$ cat src/rtl/ftw_pkg.sv
package ftw_pkg;

   typedef enum logic [1:0] {
      ST_IDLE = 2'd0,
      ST_RUN  = 2'd1,
      ST_DONE = 2'd2,
      ST_HALT = 2'd3
   } ftw_state_t;

endpackage

$ cat src/rtl/ftw_pack.sv
module ftw_pack #(
   parameter int NCH   = 8,
   parameter int SMP_W = 24,
   parameter int TAG_W = 8,
   parameter int IDX_W = 3
) (
   input  logic [NCH*SMP_W-1:0]   frame,
   input  logic [IDX_W-1:0]       sel,
   output logic [TAG_W+SMP_W-1:0] word
);

   localparam int WORD_W = TAG_W + SMP_W;

   logic [WORD_W-1:0] lane [NCH];

   for (genvar c = 0; c < NCH; c++) begin : g_lane
      assign lane[c] = {TAG_W'(c + 1), frame[c*SMP_W +: SMP_W]};
   end

   assign word = lane[sel];

endmodule

$ cat src/rtl/ftw_block_track.sv
module ftw_block_track #(
   parameter int AW           = 32,
   parameter int CNT_W        = 16,
   parameter int BLK_BYTES    = 32'h20000,
   parameter int REGION_BYTES = 32'h100000,
   parameter int FRAME_BYTES  = 32
) (
   input  logic             clk,
   input  logic             rst_n,
   input  logic             load,
   input  logic [CNT_W-1:0] blocks_in,
   input  logic             frame_fin,
   output logic             run_out,
   output logic [AW-1:0]    offset,
   output logic             irq
);

   localparam logic [AW-1:0] BLK_A    = AW'(BLK_BYTES);
   localparam logic [AW-1:0] REGION_A = AW'(REGION_BYTES);
   localparam logic [AW-1:0] FRAME_A  = AW'(FRAME_BYTES);

   logic [AW-1:0]    rem_q;
   logic [AW-1:0]    base_q;
   logic [CNT_W-1:0] left_q;
   logic             irq_q;
   logic             block_end;
   logic [AW-1:0]    base_nx;

   assign block_end = frame_fin && (rem_q == FRAME_A);
   assign run_out   = block_end && (left_q == CNT_W'(1));
   assign base_nx   = base_q + BLK_A;
   assign offset    = base_q + (BLK_A - rem_q);
   assign irq       = irq_q;

   always_ff @(posedge clk or negedge rst_n) begin
      if (!rst_n) begin
         rem_q  <= BLK_A;
         base_q <= '0;
         left_q <= '0;
         irq_q  <= 1'b0;
      end else begin
         irq_q <= 1'b0;
         if (load) begin
            rem_q  <= BLK_A;
            base_q <= '0;
            left_q <= blocks_in;
         end else if (frame_fin) begin
            if (block_end) begin
               rem_q  <= BLK_A;
               irq_q  <= 1'b1;
               left_q <= left_q - CNT_W'(1);
               base_q <= (base_nx == REGION_A) ? '0 : base_nx;
            end else begin
               rem_q <= rem_q - FRAME_A;
            end
         end
      end
   end


   irq_single_chk: assert property (@(posedge clk) disable iff (!rst_n)
      irq_q |=> !irq_q);


   base_range_chk: assert property (@(posedge clk) disable iff (!rst_n)
      base_q < REGION_A);


   rem_range_chk: assert property (@(posedge clk) disable iff (!rst_n)
      (rem_q != '0) && (rem_q <= BLK_A));

endmodule

$ cat src/rtl/ftw_seq.sv
module ftw_seq
   import ftw_pkg::*;
#(
   parameter int NCH   = 8,
   parameter int SMP_W = 24,
   parameter int CNT_W = 16,
   parameter int IDX_W = 3
) (
   input  logic                 clk,
   input  logic                 rst_n,
   input  logic                 start,
   input  logic                 region_ok,
   input  logic [CNT_W-1:0]     blocks_in,
   input  logic                 frame_valid,
   input  logic [NCH*SMP_W-1:0] frame_data,
   input  logic                 run_out,
   output logic                 frame_ready,
   output logic                 load,
   output logic                 frame_fin,
   output logic                 writing,
   output logic [IDX_W-1:0]     idx,
   output logic [NCH*SMP_W-1:0] frame_hold,
   output logic                 done,
   output logic                 halted
);

   localparam logic [IDX_W-1:0] LAST = IDX_W'(NCH - 1);

   ftw_state_t           state_q;
   logic                 wr_q;
   logic [IDX_W-1:0]     idx_q;
   logic [NCH*SMP_W-1:0] frame_q;
   logic                 accept;

   assign frame_ready = (state_q == ST_RUN) && !wr_q;
   assign accept      = frame_valid && frame_ready;
   assign frame_fin   = wr_q && (idx_q == LAST);
   assign load        = (state_q == ST_IDLE) && start && region_ok
                        && (blocks_in != '0);
   assign writing     = wr_q;
   assign idx         = idx_q;
   assign frame_hold  = frame_q;
   assign done        = (state_q == ST_DONE);
   assign halted      = (state_q == ST_HALT);

   always_ff @(posedge clk or negedge rst_n) begin
      if (!rst_n) begin
         state_q <= ST_IDLE;
         wr_q    <= 1'b0;
         idx_q   <= '0;
         frame_q <= '0;
      end else begin
         unique case (state_q)
            ST_IDLE: begin
               if (start) begin
                  if (!region_ok)             state_q <= ST_HALT;
                  else if (blocks_in == '0)   state_q <= ST_DONE;
                  else                        state_q <= ST_RUN;
               end
            end
            ST_RUN: begin
               if (accept) begin
                  frame_q <= frame_data;
                  wr_q    <= 1'b1;
                  idx_q   <= '0;
               end else if (wr_q) begin
                  if (idx_q == LAST) begin
                     wr_q <= 1'b0;
                     if (run_out) state_q <= ST_DONE;
                  end else begin
                     idx_q <= idx_q + IDX_W'(1);
                  end
               end
            end
            default: ;
         endcase
      end
   end


   beat_run_chk: assert property (@(posedge clk) disable iff (!rst_n)
      (wr_q && (idx_q != LAST)) |=> (wr_q && (idx_q == $past(idx_q) + IDX_W'(1))));


   accept_beat_chk: assert property (@(posedge clk) disable iff (!rst_n)
      accept |=> (wr_q && (idx_q == '0)));


   halt_quiet_chk: assert property (@(posedge clk) disable iff (!rst_n)
      (state_q == ST_HALT) |=> ((state_q == ST_HALT) && !wr_q));


   done_sticky_chk: assert property (@(posedge clk) disable iff (!rst_n)
      (state_q == ST_DONE) |=> ((state_q == ST_DONE) && !wr_q));

endmodule

$ cat src/rtl/frame_tag_writer.sv
module frame_tag_writer #(
   parameter int NCH          = 8,
   parameter int SMP_W        = 24,
   parameter int TAG_W        = 8,
   parameter int AW           = 32,
   parameter int CNT_W        = 16,
   parameter int BLK_BYTES    = 32'h20000,
   parameter int REGION_BYTES = 32'h100000
) (
   input  logic                   clk,
   input  logic                   rst_n,
   input  logic                   start,
   input  logic [AW-1:0]          region_size,
   input  logic [AW-1:0]          region_base,
   input  logic [CNT_W-1:0]       block_count,
   input  logic                   frame_valid,
   input  logic [NCH*SMP_W-1:0]   frame_data,
   output logic                   frame_ready,
   output logic                   wr_en,
   output logic [AW-1:0]          wr_addr,
   output logic [TAG_W+SMP_W-1:0] wr_data,
   output logic                   irq,
   output logic                   done,
   output logic                   halted
);

   localparam int WORD_W      = TAG_W + SMP_W;
   localparam int WORD_BYTES  = WORD_W / 8;
   localparam int FRAME_BYTES = NCH * WORD_BYTES;
   localparam int IDX_W       = (NCH > 1) ? $clog2(NCH) : 1;

   if (NCH < 2 || NCH >= (1 << TAG_W)) begin : g_bad_nch
      $error("channel count does not fit the tag field");
   end
   if (WORD_W % 8 != 0) begin : g_bad_word
      $error("word width must be whole bytes");
   end
   if (BLK_BYTES % FRAME_BYTES != 0 || REGION_BYTES % BLK_BYTES != 0) begin : g_bad_geom
      $error("block must hold whole frames and region whole blocks");
   end

   logic                 region_ok;
   logic                 load;
   logic                 frame_fin;
   logic                 run_out;
   logic                 writing;
   logic [IDX_W-1:0]     idx;
   logic [NCH*SMP_W-1:0] frame_hold;
   logic [AW-1:0]        offset;

   assign region_ok = (region_size == AW'(REGION_BYTES));

   ftw_seq #(
      .NCH   (NCH),
      .SMP_W (SMP_W),
      .CNT_W (CNT_W),
      .IDX_W (IDX_W)
   ) u_seq (
      .clk         (clk),
      .rst_n       (rst_n),
      .start       (start),
      .region_ok   (region_ok),
      .blocks_in   (block_count),
      .frame_valid (frame_valid),
      .frame_data  (frame_data),
      .run_out     (run_out),
      .frame_ready (frame_ready),
      .load        (load),
      .frame_fin   (frame_fin),
      .writing     (writing),
      .idx         (idx),
      .frame_hold  (frame_hold),
      .done        (done),
      .halted      (halted)
   );

   ftw_block_track #(
      .AW           (AW),
      .CNT_W        (CNT_W),
      .BLK_BYTES    (BLK_BYTES),
      .REGION_BYTES (REGION_BYTES),
      .FRAME_BYTES  (FRAME_BYTES)
   ) u_track (
      .clk       (clk),
      .rst_n     (rst_n),
      .load      (load),
      .blocks_in (block_count),
      .frame_fin (frame_fin),
      .run_out   (run_out),
      .offset    (offset),
      .irq       (irq)
   );

   ftw_pack #(
      .NCH   (NCH),
      .SMP_W (SMP_W),
      .TAG_W (TAG_W),
      .IDX_W (IDX_W)
   ) u_pack (
      .frame (frame_hold),
      .sel   (idx),
      .word  (wr_data)
   );

   assign wr_en   = writing;
   assign wr_addr = region_base + offset + AW'(idx) * AW'(WORD_BYTES);


   addr_align_chk: assert property (@(posedge clk) disable iff (!rst_n)
      wr_en |-> (wr_addr[1:0] == region_base[1:0]));


   done_no_ready_chk: assert property (@(posedge clk) disable iff (!rst_n)
      (done || halted) |-> !frame_ready);

endmodule

$ cat config.mk
export PLATFORM = sky130hd
export DESIGN_NAME = frame_tag_writer
export DESIGN_NICKNAME = d
export VERILOG_FILES = /design/src/rtl/ftw_pkg.sv /design/src/rtl/ftw_pack.sv /design/src/rtl/ftw_block_track.sv /design/src/rtl/ftw_seq.sv /design/src/rtl/frame_tag_writer.sv
export SDC_FILE = /design/constraint.sdc
export NUM_CORES = 1
export LEC_CHECK = 0
export BUFFER_PORTS_ARGS = -buffer_cell sky130_fd_sc_hd__buf_2
export CAP_MARGIN = 10
export CORE_MARGIN = 2
export CORE_UTILIZATION = 33
export DETAILED_ROUTE_END_ITERATION = 8
export MAX_ROUTING_LAYER = met4
export PLACE_DENSITY_LB_ADDON = 0.08
export SYNTH_ARGS = -nofsm -noshare
export SYNTH_HDL_FRONTEND = slang
export SYNTH_HIERARCHICAL = 1
export SYNTH_SLANG_ARGS = --single-unit
$ cat constraint.sdc
create_clock -name clk -period 5.3 [get_ports clk]
set_input_delay 0 -clock clk [delete_from_list [all_inputs] [get_ports clk]]
set_output_delay 0 -clock clk [all_outputs]
set_load 0.02 [all_outputs]
* Word level (Yosys, flattened, before mapping)
Index checks and enable logic that the tools add are counted.
** Word-level totals
- Output and inout bits :: 69
- Logic and storage cells :: 82
- Flip-flop bits (word level) :: 279
** Operators by class
- Order comparisons :: 1
- Equality and inequality tests :: 14
- Reduce and logical (&&, ||, !) cells :: 20
- Muxes and demuxes :: 30
- Add/subtract/negate cells :: 8
- Bitwise logic cells :: 1
** Operator list (count)
- two-way mux 32 bit :: 9
- binary-select mux 32 bit (select 3 bit) :: 1
- adder 32 bit :: 2
- equality test 32 x 21 -> 1 bit (second input constant) :: 2
- two-way mux 16 bit :: 3
- adder 32 x 18 -> 32 bit (second input constant) :: 1
- adder 32 x 5 -> 32 bit :: 1
- equality test 32 x 6 -> 1 bit (second input constant) :: 1
- subtractor 18 x 32 -> 32 bit (first input constant) :: 1
- subtractor 32 x 6 -> 32 bit (second input constant) :: 1
- equality test 16 x 1 -> 1 bit (second input constant) :: 1
- zero test 16 bit :: 1
- nonzero test 16 bit :: 1
- subtractor 16 x 1 -> 16 bit (second input constant) :: 1
- two-way mux 2 bit :: 7
- two-way mux 3 bit :: 3
- logical AND 1 bit :: 8
- inequality test 2 bit (second input constant) :: 4
- nonzero test 2 bit :: 4
- two-way mux 1 bit :: 6
- AND reduction 6 bit :: 1
- equality test 2 bit (second input constant) :: 2
- >= comparator 4 bit (second input constant) :: 1
- inequality test 2 x 1 -> 1 bit (second input constant) :: 2
- other kinds (9) :: 10

* Logic depth before layout (Yosys ltp)
Gate-level depths: netlist of run 1.
- Depth in word-level cells :: 9
- Mapped depth :: 20

* Cells and area by module
The synthesis of run 1 kept the hierarchy.
** By module, submodules not included
- ftw_seq :: area an instance 8343.0 sq um, cells each 444, instances 1
- ftw_block_track :: area an instance 4926.0 sq um, cells each 595, instances 1
- frame_tag_writer :: area an instance 2120.8 sq um, cells each 275, instances 1
- ftw_pack :: area an instance 1572.8 sq um, cells each 98, instances 1

* Worst setup path after synthesis of run 1
No wires, ideal clock.
- Path kind :: reg-to-output
- Start :: register u_track.rem_q[17]
- End :: output port wr_addr[25]
- Arrival :: 4023 ps
- Setup slack :: 1277 ps
- Required time :: 5300 ps
- Stages on the path, launching flop included :: 18
- Path through :: dfstp_2 > ha_1 > inv_1 > ha_1 > nand3_1 > nor2_1 > nand4_1 > o31ai_1 > xnor2_1 > ha_1 > ha_1 > nand2_1 > nor2_1 > nand3_1 > o311ai_0 > a41oi_1 > o21bai_1 > xor2_1
** Between the ends
- Longest elaborated chain between the ends :: 4
** RTL lines
- from (decl) :: RTL line ftw_block_track.sv:22 : logic [AW-1:0] rem_q;
- from (signal assigned) :: RTL line ftw_block_track.sv:54 : rem_q <= rem_q - FRAME_A;
- subtractor 18 x 32 -> 32 bit :: RTL line ftw_block_track.sv:32 : assign offset = base_q + (BLK_A - rem_q);
- adder 32 bit :: RTL line ftw_block_track.sv:32
- named net offset[18] :: RTL line frame_tag_writer.sv:49 : logic [AW-1:0] offset;
- adder 32 bit :: RTL line frame_tag_writer.sv:106 : assign wr_addr = region_base + offset + AW'(idx) * AW'(WORD_BYTES);
- adder 32 x 5 -> 32 bit :: RTL line frame_tag_writer.sv:106
- to (decl) :: RTL line frame_tag_writer.sv:20 : output logic [AW-1:0] wr_addr,
The timed path passes the listed nets, and every way through them passes these cells.

* Worst setup path in the final report of run 1
- Start :: register u_track.rem_q[6]
- End :: output port wr_addr[31]
The elaborated chain is that of the path after synthesis.

==> results of run 1 <==
[stage by stage]
step	instances	setup WS, ns	util [%]
after detailed placement	2393	0.542	37.3
after global placement	2393	0.689	37.3
after CTS	2663	0.0861	43.6
after floorplan	1433	1.28	-
after global routing	2678	0.00796	43.8
final	2678	0.272	43.8
[worst max path at each step]
stage | from | end | slack (ns) | cells after the start
final | u_track/rem_q[6]$_DFFE_PN0P_ | wr_addr[31] | 0.27 | 17
after global routing | u_track/rem_q[20]$_DFFE_PN0P_ | wr_addr[30] | 0.008 | 18
after CTS | u_track/base_q[20]$_DFFE_PN0P_ | wr_addr[30] | 0.09 | 17
after detailed placement | u_track/rem_q[5]$_DFFE_PN0P_ | wr_addr[25] | 0.54 | 18
after global placement | u_track/rem_q[5]$_DFFE_PN0P_ | wr_addr[25] | 0.69 | 18
after floorplan | u_track/rem_q[17]$_DFFE_PN1P_ | wr_addr[25] | 1.28 | 17
[per-layer routing]
layer	vias to the layer above	track usage [%]	part of all wire, %
met5	-	-	0
met4	0	4.58	2.1
met3	69	3.01	4.0
met2	222	30.8	48
met1	6343	24.6	46
li1	6250	-	-
[layout make-up]
| cell class | count | area share [%] |
|---|---|---|
| sequential | 257 | 28.8 |
| clock buffer | 44 | 4.08 |
| multi-input combinational | 1041 | 43.4 |
| inverter | 62 | 1.04 |
| tap | 680 | 3.80 |
| clock inverter | 11 | 0.844 |
| timing repair buffer | 568 | 17.9 |
| antenna | 15 | 0.168 |
[placed cells by master (no fill, tap or decap), types with 50 or more instances in the layout]
cell type	instances
o21ai_0	50
mux2_2	60
a21oi_1	70
xnor2_1	67
inv_1	61
dlygate4sd3_1	215
buf_2	339
dfrtp_1	251
ha_1	106
nand2_1	77
mux2_4	159
nor2_1	80
[registers in the layout (all words and copies together), names as in the netlist]
register and count:
u_seq/frame_hold 192, u_track/rem_q 27, u_track/left_q 16, u_track/base_q 15
u_seq/idx 3, u_seq/state_q 2, u_seq/writing 1, u_track/irq 1
[cells by family after synthesis]
family / after synthesis / synth area share (%)
compound gates: 229 / 8.73
fa+ha+maj: 113 / 8.56
other cells: 3 / 0.0664
mux: 269 / 24.5
flops: 257 / 37.9
buf+inv: 135 / 5.56
simple gates: 299 / 9.09
xor+xnor: 107 / 5.52
[repair_timing]
| action | 4_1_cts | 5_1_grt |
|---|---|---|
| resized for setup | 1 | 15 |
| cloned | 0 | 0 |
| endpoints found under the hold margin | 299 | 0 |
| setup endpoints to repair | 2 | 9 |
| hold buffers | 215 | 0 |
[worst max-delay path, cell delays in order (launching register included)]
cell and delay [ns]:
dfrtp_1 0.42, inv_1 0.14, ha_1 0.35, nor2b_1 0.14
o21bai_1 0.12, a21oi_1 0.10, a2111oi_0 0.51, o21ai_0 0.30
xnor2_1 0.19, ha_1 0.31, ha_1 0.44, a21o_1 0.25
a31oi_1 0.19, o31a_1 0.21, o41ai_4 0.11, or4_1 0.41
nand3_1 0.09, buf_2 0.16
[where the power goes]
part	switching (uW)	total [uW]	internal [uW]
clock	875	2260	1390
sequential	0.000000158	1960	1960
combinational	564	1010	447
==> results.toml, run 1 <==
[yosys]
synth_area_leaders = "dfrtp_1, mux2_4, ha_1"
ys.flop_type = "dfrtp_1"
synth_edf_count = 0
netlist.area_leader.share_pct = 37.8
yosys-top-cells-count = "dfrtp_1, mux2_4, ha_1"
ys_ff_latch = 257
yosysTopAreaCell = "dfrtp_1"
syn_avg_cell_area_sq_um = 12.0
async_reset_ff_share_pct = 100
ys_types = 78
synth.cell_area_sq_mm = 0.0170
syn_inst = 1412
seq_area_frac_synth_pct = 37.9
synth.most_common_cell = "dfrtp_1"
yosysWarnings = 6

[cts]
clock_latency_ns = 0.59
clockBufferDepth = 3
clk_pin_slew_ns = 0.06
cts_setup_buffers = 0
cts_tree = "done"
ctsRootBufferMaster = "clkbuf_16"
h-tree-depth = 1
cts.sink_count = 257
cts_buffers = 30

[final_layout]
multi_input_area_sq_mm = 0.00972
finalInstanceArea_sq_mm = 0.0224
layout.nets = 2349
area_growth_pct = 31.9
drive_above_1_share_pct = 35.7
n_fill_cell = 4962
seqCellArea_sq_mm = 0.00644

[floorplan]
core_area_sq_mm = 0.0511
std_cell_rows = 83
die_h_microns = 231
dieWidth_microns = 231
num_io_pins = 345
die_area_sq_mm = 0.0532
start_util_pct = 33.2

[critical_path]
worstPathArrival_ns = 5.03
r2r_start = "u_seq/idx[0]$_DFFE_PN0P_"
critPathKind = "reg2out"
path_max_fanout = 10
cp-start-kind = "flop"
reg2reg_to = "u_seq/state_q[1]$_DFFE_PN0P_"
r2r_cells = 11
rrSetupSlack_ns = 1.85
critPathRequiredTime_ns = 5.30
end_kind = "output port"

[place]
gp_congestion = 0.831
place_hpwl_microns = 36800
dpl-instance-area_sq_mm = 0.0190
io_buffers = 340

[global_route]
grt_usage_pct = 18.9
antenna_found_initial = 15
grt_pass1_wl_microns = 77000
grt_max_degree = 173
grt_pass1_vias = 13600
overflow = 0

[sta]
hold_viol_final = 0
fmax_ghz = 0.199
tightest_slew_ns = 1.11
setup_tns_ns = 0
slew_headroom_pct = 26.2
fin_skew_ns = 0.0293
setup_viol = 0
min_period_over_period_pct = 94.9
whs_ns = 0.0125
post-route-min-period_ns = 5.03
rsz0062_at_grt = "true"
drv_slew = 0

[power]
ir_worst_vdd_uv = 225
finalPower_uw = 5240
power_density_mw_per_mm2 = 234
p_leak_uw = 0.0105

[status]
status = "completed"

[worst_hold_path]
hold_class = "in2async"

[detailed_routing]
wl_per_cell_microns = 18.4
vias = 12900
ant_nets = 0
dr.pass1.iters = 4
routed_wirelength_microns = 49400
vias_per_cell = 4.81
route.detailed.drc = 0
drtIter0Drc = 469

[flow_run]
maxCapViolCount = 0
No activity file was read; power rests on OpenSTA's default activity.
==> run 2, diff against run 1 <==
--- a/config.mk
+++ b/config.mk
@@ -9,10 +9,10 @@
 export CAP_MARGIN = 10
 export CORE_MARGIN = 2
 export CORE_UTILIZATION = 33
+export CTS_CLUSTER_DIAMETER = 150
 export DETAILED_ROUTE_END_ITERATION = 8
 export MAX_ROUTING_LAYER = met4
 export PLACE_DENSITY_LB_ADDON = 0.08
 export SYNTH_ARGS = -nofsm -noshare
 export SYNTH_HDL_FRONTEND = slang
-export SYNTH_HIERARCHICAL = 1
 export SYNTH_SLANG_ARGS = --single-unit
==> run 2 against run 1 <==
  * Clock skew fell by 0.0025 ns
  * Cell count is 5.9% higher
  * Clock-buffer cell count is the same
  * Combinational power rose to 5.4 times the previous value
  * Design area decreased by 9.3%
  * Flip-flop and latch count is the same
  * Clock power decreased by 4%
==> results.toml, run 2 <==
[status]
status = "completed"

[global_route]
antenna_found_initial = 3
grt_max_degree = 151
grt_pass1_vias = 14000
use_met2_pct = 34.7
use_met1_pct = 27.8
overflow = 0
grt_pass1_wl_microns = 76700
grt_usage_pct = 21.2
grtUsageMet3_pct = 3.19
top_usage_layer = "met2"

[detailed_routing]
ant_nets = 0
routed_wirelength_microns = 48300
drtIter0Drc = 665
route.detailed.drc = 0
dr.pass1.iters = 5
wl_per_cell_microns = 17.0
vias = 13500
vias_per_cell = 4.75

[critical_path]
critical-path-top-delay-family = "compound AO/OA/AOI/OAI gates"
crit_chain = "clkinv_1 > buf_4 > ha_1 > inv_1 > ha_1 > ha_1 > o21ai_0 > o21bai_1 > a311oi_1 > o31ai_1 > nand3_1 > nand3_1 > a41oi_1 > xnor2_1 > buf_2"
cpMostUsedCell = "ha_1"
r2r_cells = 11
critPathSlowestCell = "a311oi_1"
worstPathArrival_ns = 4.40
end_kind = "output port"
slowest_delay_ns = 0.72
cp.depth = 15
cp-start-kind = "flop"
critPathRequiredTime_ns = 5.30
path_buf_inv = 4
path_max_fanout = 26
critPathKind = "reg2out"

[sta]
whs_ns = 0.0000401
slew_headroom_pct = 22.9
tightest_slew_ns = 1.16
fmax_ghz = 0.227
fin_skew_ns = 0.0268
hold_viol_final = 0
drv_slew = 0
setup_ws_ns = 0.898
post-route-min-period_ns = 4.40
rsz0062_at_grt = "false"
setup_viol = 0
min_period_over_period_pct = 83.1
setup_tns_ns = 0

[yosys]
syn_inst = 1700
ys.flop_type = "dfrtp_1"
ys_ff_latch = 257
async_reset_ff_share_pct = 100
netlist.area_leader.share_pct = 43.2
syn_avg_cell_area_sq_um = 8.73
seq_area_frac_synth_pct = 43.4
yosysWarnings = 0
synth.cell_area_sq_mm = 0.0148
yosysTopAreaCell = "dfrtp_1"
yosys-top-cells-count = "nand2_1, dfrtp_1, ha_1"
synth_area_leaders = "dfrtp_1, nand2_1, mux4_2"
synth_edf_count = 0
synth.most_common_cell = "nand2_1"
ys_types = 63

[worst_hold_path]
hold_class = "in2out"
holdPathStages = 0

[power]
cell_internal_pwr_uw = 6280
power_density_mw_per_mm2 = 534
p_leak_uw = 0.0102
p_sw_share_pct = 42.0
pwr-share-clk_pct = 20.1
p_seq_share_pct = 29.4
combPwrFrac_pct = 50.6
ir_worst_vdd_uv = 522
switchingPower_uw = 4550

[cts]
ctsRootBufferMaster = "clkbuf_16"
clockBufferDepth = 3
holdBufCountCts = 216
clock_latency_ns = 0.59
cts_tree = "done"
cts_buffers = 31
cts_resized = 0
clk_pin_slew_ns = 0.06
h-tree-depth = 1
cts_setup_buffers = 0
cts.sink_count = 257

[place]
dpl-instance-area_sq_mm = 0.0171
post-place-cells = 2557
place_hpwl_microns = 34500
gp_congestion = 0.870
io_buffers = 338
post-place-ws_ns = 1.47

[final_layout]
layout.nets = 2587
drive_above_1_share_pct = 20.8
largest_register_ffs = 192
fin_cells = 2835
layout_common_cells = "nand2_1, buf_2, dfrtp_1, dlygate4sd3_1, ha_1"
final_common_cell = "nand2_1"
area_growth_pct = 36.8
finalInstanceArea_sq_mm = 0.0203

[floorplan]
die_area_sq_mm = 0.0467
start_util_pct = 33.5
dieWidth_microns = 216
core_area_sq_mm = 0.0443
die_h_microns = 216
std_cell_rows = 77
num_io_pins = 345

[flow_run]
maxCapViolCount = 0
## run 2: cell types whose count changed after synthesis, moves of 26 or more
cell      before  now
a21oi_1       71   43
mux2_4       159    0
ha_1         108   82
nand2_1       77  707
mux2_2        60    0
clkbuf_1      22   71
## run 2: per-stage QoR
stage               total power, uW  utilization (%)
floorplan                      6880                -
global placement               8570             38.5
detailed placement             8600             38.5
CTS                           11000             45.8
global route                  11700             45.8
finish                        10800             45.8
## run 2: logic make-up after synthesis
family,synth area share (%)
simple gates,25.8
flops,43.4
buf+inv,4.18
compound gates,5.30
fa+ha+maj,8.94
xor+xnor,5.02
mux,7.35
other cells,0.0506
## run 2: final cells by class
cell class                      count  area, sq um
Fill cell                        4462        24000
Multi-Input combinational cell   1288         7820
Sequential cell                   257         6440
Timing Repair Buffer              565         3970
Clock buffer                       44          915
Tap cell                          592          741
Inverter                           71          267
Clock inverter                     14          140
Antenna cell                        4         10.0
## run 2: final timing paths
| kind | start | to | slack (ns) |
|---|---|---|---|
| setup / recovery | u_seq.idx[2]$_DFFE_PN0P_ | wr_addr[30] | 0.90 |
| hold / removal | region_base[0] | wr_addr[0] | 0.00004 |
| setup reg to reg | u_seq.idx[1]$_DFFE_PN0P_ | u_seq.state_q[0]$_DFFE_PN0P_ | 1.35 |
| hold reg to reg | u_seq.frame_hold[190]$_DFFE_PN0P_ | u_seq.frame_hold[190]$_DFFE_PN0P_ | 0.47 |
| max in group asynchronous | rst_n | u_seq.idx[0]$_DFFE_PN0P_ | 3.81 |
| min in group asynchronous | rst_n | u_track.base_q[31]$_DFFE_PN0P_ | 0.10 |
## run 2: power groups by stage
stage | clock network, uW | logic [uW] | registers (uW)
4_1_cts | 2240 | 5540 | 3180
6_report | 2170 | 5480 | 3180
3_5_place_dp | 0 | 5390 | 3210
5_1_grt | 2320 | 6080 | 3280
2_1_floorplan | 0 | 3830 | 3050
3_3_place_gp | 0 | 5380 | 3190
## run 2: layer usage
metal	wire length (microns)	vias to the layer above
met3	2050	74
met4	1140	0
met5	0	-
met1	21900	6459
met2	23200	301
li1	-	6621
==> run 3, diff against run 2 <==
--- a/config.mk
+++ b/config.mk
@@ -5,6 +5,7 @@
 export SDC_FILE = /design/constraint.sdc
 export NUM_CORES = 1
 export LEC_CHECK = 0
+export ABC_AREA = 1
 export BUFFER_PORTS_ARGS = -buffer_cell sky130_fd_sc_hd__buf_2
 export CAP_MARGIN = 10
 export CORE_MARGIN = 2
==> constraint.sdc (replaced) <==
create_clock -name clk -period 4 [get_ports clk]
set_input_delay 0 -clock clk [delete_from_list [all_inputs] [get_ports clk]]
set_output_delay 0 -clock clk [all_outputs]
set_load 0.02 [all_outputs]
==> run 3 against run 2 <==
  * Utilization down 1.2 points
  * Flip-flop and latch count stayed put
  * First-iteration DRC count grew 37%
  * Hold slack lost 0.0064 ns
  * Critical path depth is 1 higher
  * Via count increased by 23%
  * Register-to-register slack lost 0.40 ns
  * Sequential power grew 14%
  * Total power up 43%
  * Wire length increased by 24%
  * Combinational power is 65% higher
  * Largest cell class unchanged
  * Die area grew 11%
  * The flow now finishes with violations (hold timing)
==> results.toml, run 3 <==
[yosys]
synth_compound_area_share_pct = 8.48
netlist.area_leader.share_pct = 38.9
synth.most_common_cell = "nand2_1"
synth_top_family_by_area = "simple AND/OR/NAND/NOR gates"
yosysWarnings = 0
synth_simple_gate_area_share_pct = 33.8
synth_fa_ha_area_share_pct = 8.06
yosysTopAreaCell = "dfrtp_1"
synth_edf_count = 0
ys_ff_latch = 257
synthMuxAreaShare_pct = 0
synth.cell_area_sq_mm = 0.0165
async_reset_ff_share_pct = 100
synth_area_leaders = "dfrtp_1, nand2_1, nor2_1"
syn_avg_cell_area_sq_um = 7.21
syn_inst = 2283
yosys-top-cells-count = "nand2_1, nor2_1, dfrtp_1"
synthXorXnorAreaFrac_pct = 3.30
ys.flop_type = "dfrtp_1"
ys_types = 46
seq_area_frac_synth_pct = 39.1

[final_layout]
fin_cells = 3489
final_common_cell = "nand2_1"
finalInstanceArea_sq_mm = 0.0219
area_growth_pct = 32.9
drive_above_1_share_pct = 17.2
layout_common_cells = "nand2_1, buf_2, nor2_1, dfrtp_1, dlygate4sd3_1"
layout.nets = 3166
finish.utilization_pct = 44.6
seqCellArea_sq_mm = 0.00644
multi_input_area_sq_mm = 0.00886
n_fill_cell = 5093
largest_register_ffs = 192

[power]
power_density_mw_per_mm2 = 708
p_sw_share_pct = 49.2
p_seq_share_pct = 23.4
combPwrFrac_pct = 58.5
pwr-share-clk_pct = 18.1
ir_worst_vdd_uv = 501
switchingPower_uw = 7620
p_leak_uw = 0.0116
cell_internal_pwr_uw = 7870
finalPower_uw = 15500

[floorplan]
die_h_microns = 227
dieWidth_microns = 227
std_cell_rows = 81
start_util_pct = 33.6
num_io_pins = 345
core_area_sq_mm = 0.0491
die_area_sq_mm = 0.0517

[place]
place_hpwl_microns = 42600
post-place-cells = 3205
io_buffers = 338
dpl-instance-area_sq_mm = 0.0186
gp_congestion = 0.881

[global_route]
overflow = 0
top_usage_layer = "met2"
use_met2_pct = 41.1
use_met1_pct = 27.8
grt_usage_pct = 23.6
grt_max_degree = 193
antenna_found_initial = 10
grtUsageMet3_pct = 3.52
grt_pass1_vias = 16700
grt_pass1_wl_microns = 92100

[cts]
holdBufCountCts = 219
ctsRootBufferMaster = "clkbuf_16"
cts_resized = 0
h-tree-depth = 1
clk_pin_slew_ns = 0.06
cts_setup_buffers = 0
cts.sink_count = 257
cts_tree = "done"
clockBufferDepth = 3
cts_buffers = 31
clock_latency_ns = 0.59

[sta]
post-route-min-period_ns = 3.58
tightest_slew_ns = 0.994
drv_slew = 0
whs_ns = -0.00639
slew_headroom_pct = 33.7
setup_viol = 0
fmax_ghz = 0.279
rsz0062_at_grt = "false"
min_period_over_period_pct = 89.5
hold_viol_final = 3
setup_tns_ns = 0
fin_skew_ns = 0.0252

[critical_path]
critPathRequiredTime_ns = 4.00
cp-start-kind = "flop"
critical-path-top-delay-family = "adder cells"
cpMostUsedCell = "nand2_1"
critPathKind = "reg2out"
crit_chain = "buf_4 > inv_2 > ha_1 > inv_1 > ha_1 > ha_1 > a21oi_1 > nand2_1 > nand2_1 > nand2_1 > nand2_1 > nand2_1 > nand2_1 > nand2_1 > xor2_1 > buf_2"
path_max_fanout = 22
worstPathArrival_ns = 3.58
end_kind = "output port"
critPathSlowestCell = "dfrtp_2"
slowest_delay_ns = 0.37
path_buf_inv = 4

[flow_run]
maxCapViolCount = 0

[detailed_routing]
drtIter0Drc = 909
routed_wirelength_microns = 59800
route.detailed.drc = 0
wl_per_cell_microns = 17.1
vias = 16600
ant_nets = 0
dr.pass1.iters = 5
vias_per_cell = 4.76

[status]
status = "complete, but fails checks"
violations = "hold timing"

[worst_hold_path]
hold_class = "in2reg"
==> run 3: cell types whose count changed in the layout (fill, tap and decap cells not counted), sizes merged, moves of 11 or more <==
cell | previous run | this run
o22ai | 1 | 34
a31oi | 6 | 24
inv | 71 | 164
o21ai | 42 | 139
xor2 | 26 | 50
nand2 | 707 | 852
mux4 | 48 | 0
nand2b | 11 | 0
xnor2 | 59 | 12
nand3 | 20 | 112
nand3b | 0 | 11
nor4 | 25 | 2
nor2 | 78 | 341
==> run 3: final cells by class <==
type | instances | area share (%)
Antenna cell | 9 | 0.103
Clock buffer | 48 | 4.21
Clock inverter | 8 | 0.383
Inverter | 162 | 2.80
Multi-Input combinational cell | 1766 | 40.5
Sequential cell | 257 | 29.4
Tap cell | 664 | 3.80
Timing Repair Buffer | 575 | 18.7
==> run 3: cells by family (layout without fill, tap and decap cells) <==
family	count (synthesis)	in the layout
buffers and inverters	264	793
other	2	15
xor gates and xnor gates	62	62
adders and majority gates	97	97
AOI/OAI and AO/OA	245	245
DFF	257	257
and+or+nand+nor	1356	1356
==> run 3: metrics by stage <==
stage               hold WS [ns]  setup slack, ns
detailed placement       -0.0205            0.976
CTS                     0.000236            0.350
global route           0.0000677           0.0776
finish                  -0.00639            0.420
floorplan                 -0.296             1.12
global placement         -0.0209            0.983
==> run 3: power groups by stage <==
stage | Clock [uW] | Sequential (uW) | Combinational [uW]
floorplan | 0 | 3520 | 6200
global placement | 0 | 3660 | 9000
detailed placement | 0 | 3670 | 8980
CTS | 2870 | 3630 | 9190
global route | 2990 | 3710 | 10100
finish | 2800 | 3630 | 9060
==> run 3: routing by layer <==
layer	routed length [microns]	share of wire [%]	up-vias
li1	-	-	8264
met1	24700	41	7879
met2	30400	51	368
met3	2530	4.2	105
met4	2130	3.6	0
met5	0	0	-
==> run 3: path summary, 6_finish.rpt <==
path / from / to / slack, ns / depth (start not counted)
min in group asynchronous: rst_n / u_track.base_q[30]$_DFFE_PN0P_ / 0.43 / 3
max in group asynchronous: rst_n / u_seq.frame_hold[36]$_DFFE_PN0P_ / 2.59 / 4
worst max register to register: u_seq.idx[0]$_DFFE_PN0P_ / u_track.left_q[9]$_DFFE_PN0P_ / 0.95 / 11
worst max-delay path: u_seq.idx[1]$_DFFE_PN0P_ / wr_addr[20] / 0.42 / 16
worst min-delay path: frame_valid / u_seq.frame_hold[113]$_DFFE_PN0P_ / -0.006 / 5
worst min register to register: u_seq.frame_hold[147]$_DFFE_PN0P_ / u_seq.frame_hold[147]$_DFFE_PN0P_ / 0.47 / 2
==> run 3: tightest hold or removal path: stages <==
cell and delay [ns]:
buf_2 0.11, nand2_4 0.10, inv_6 0.15, nand2_1 0.12
nand2_1 0.04
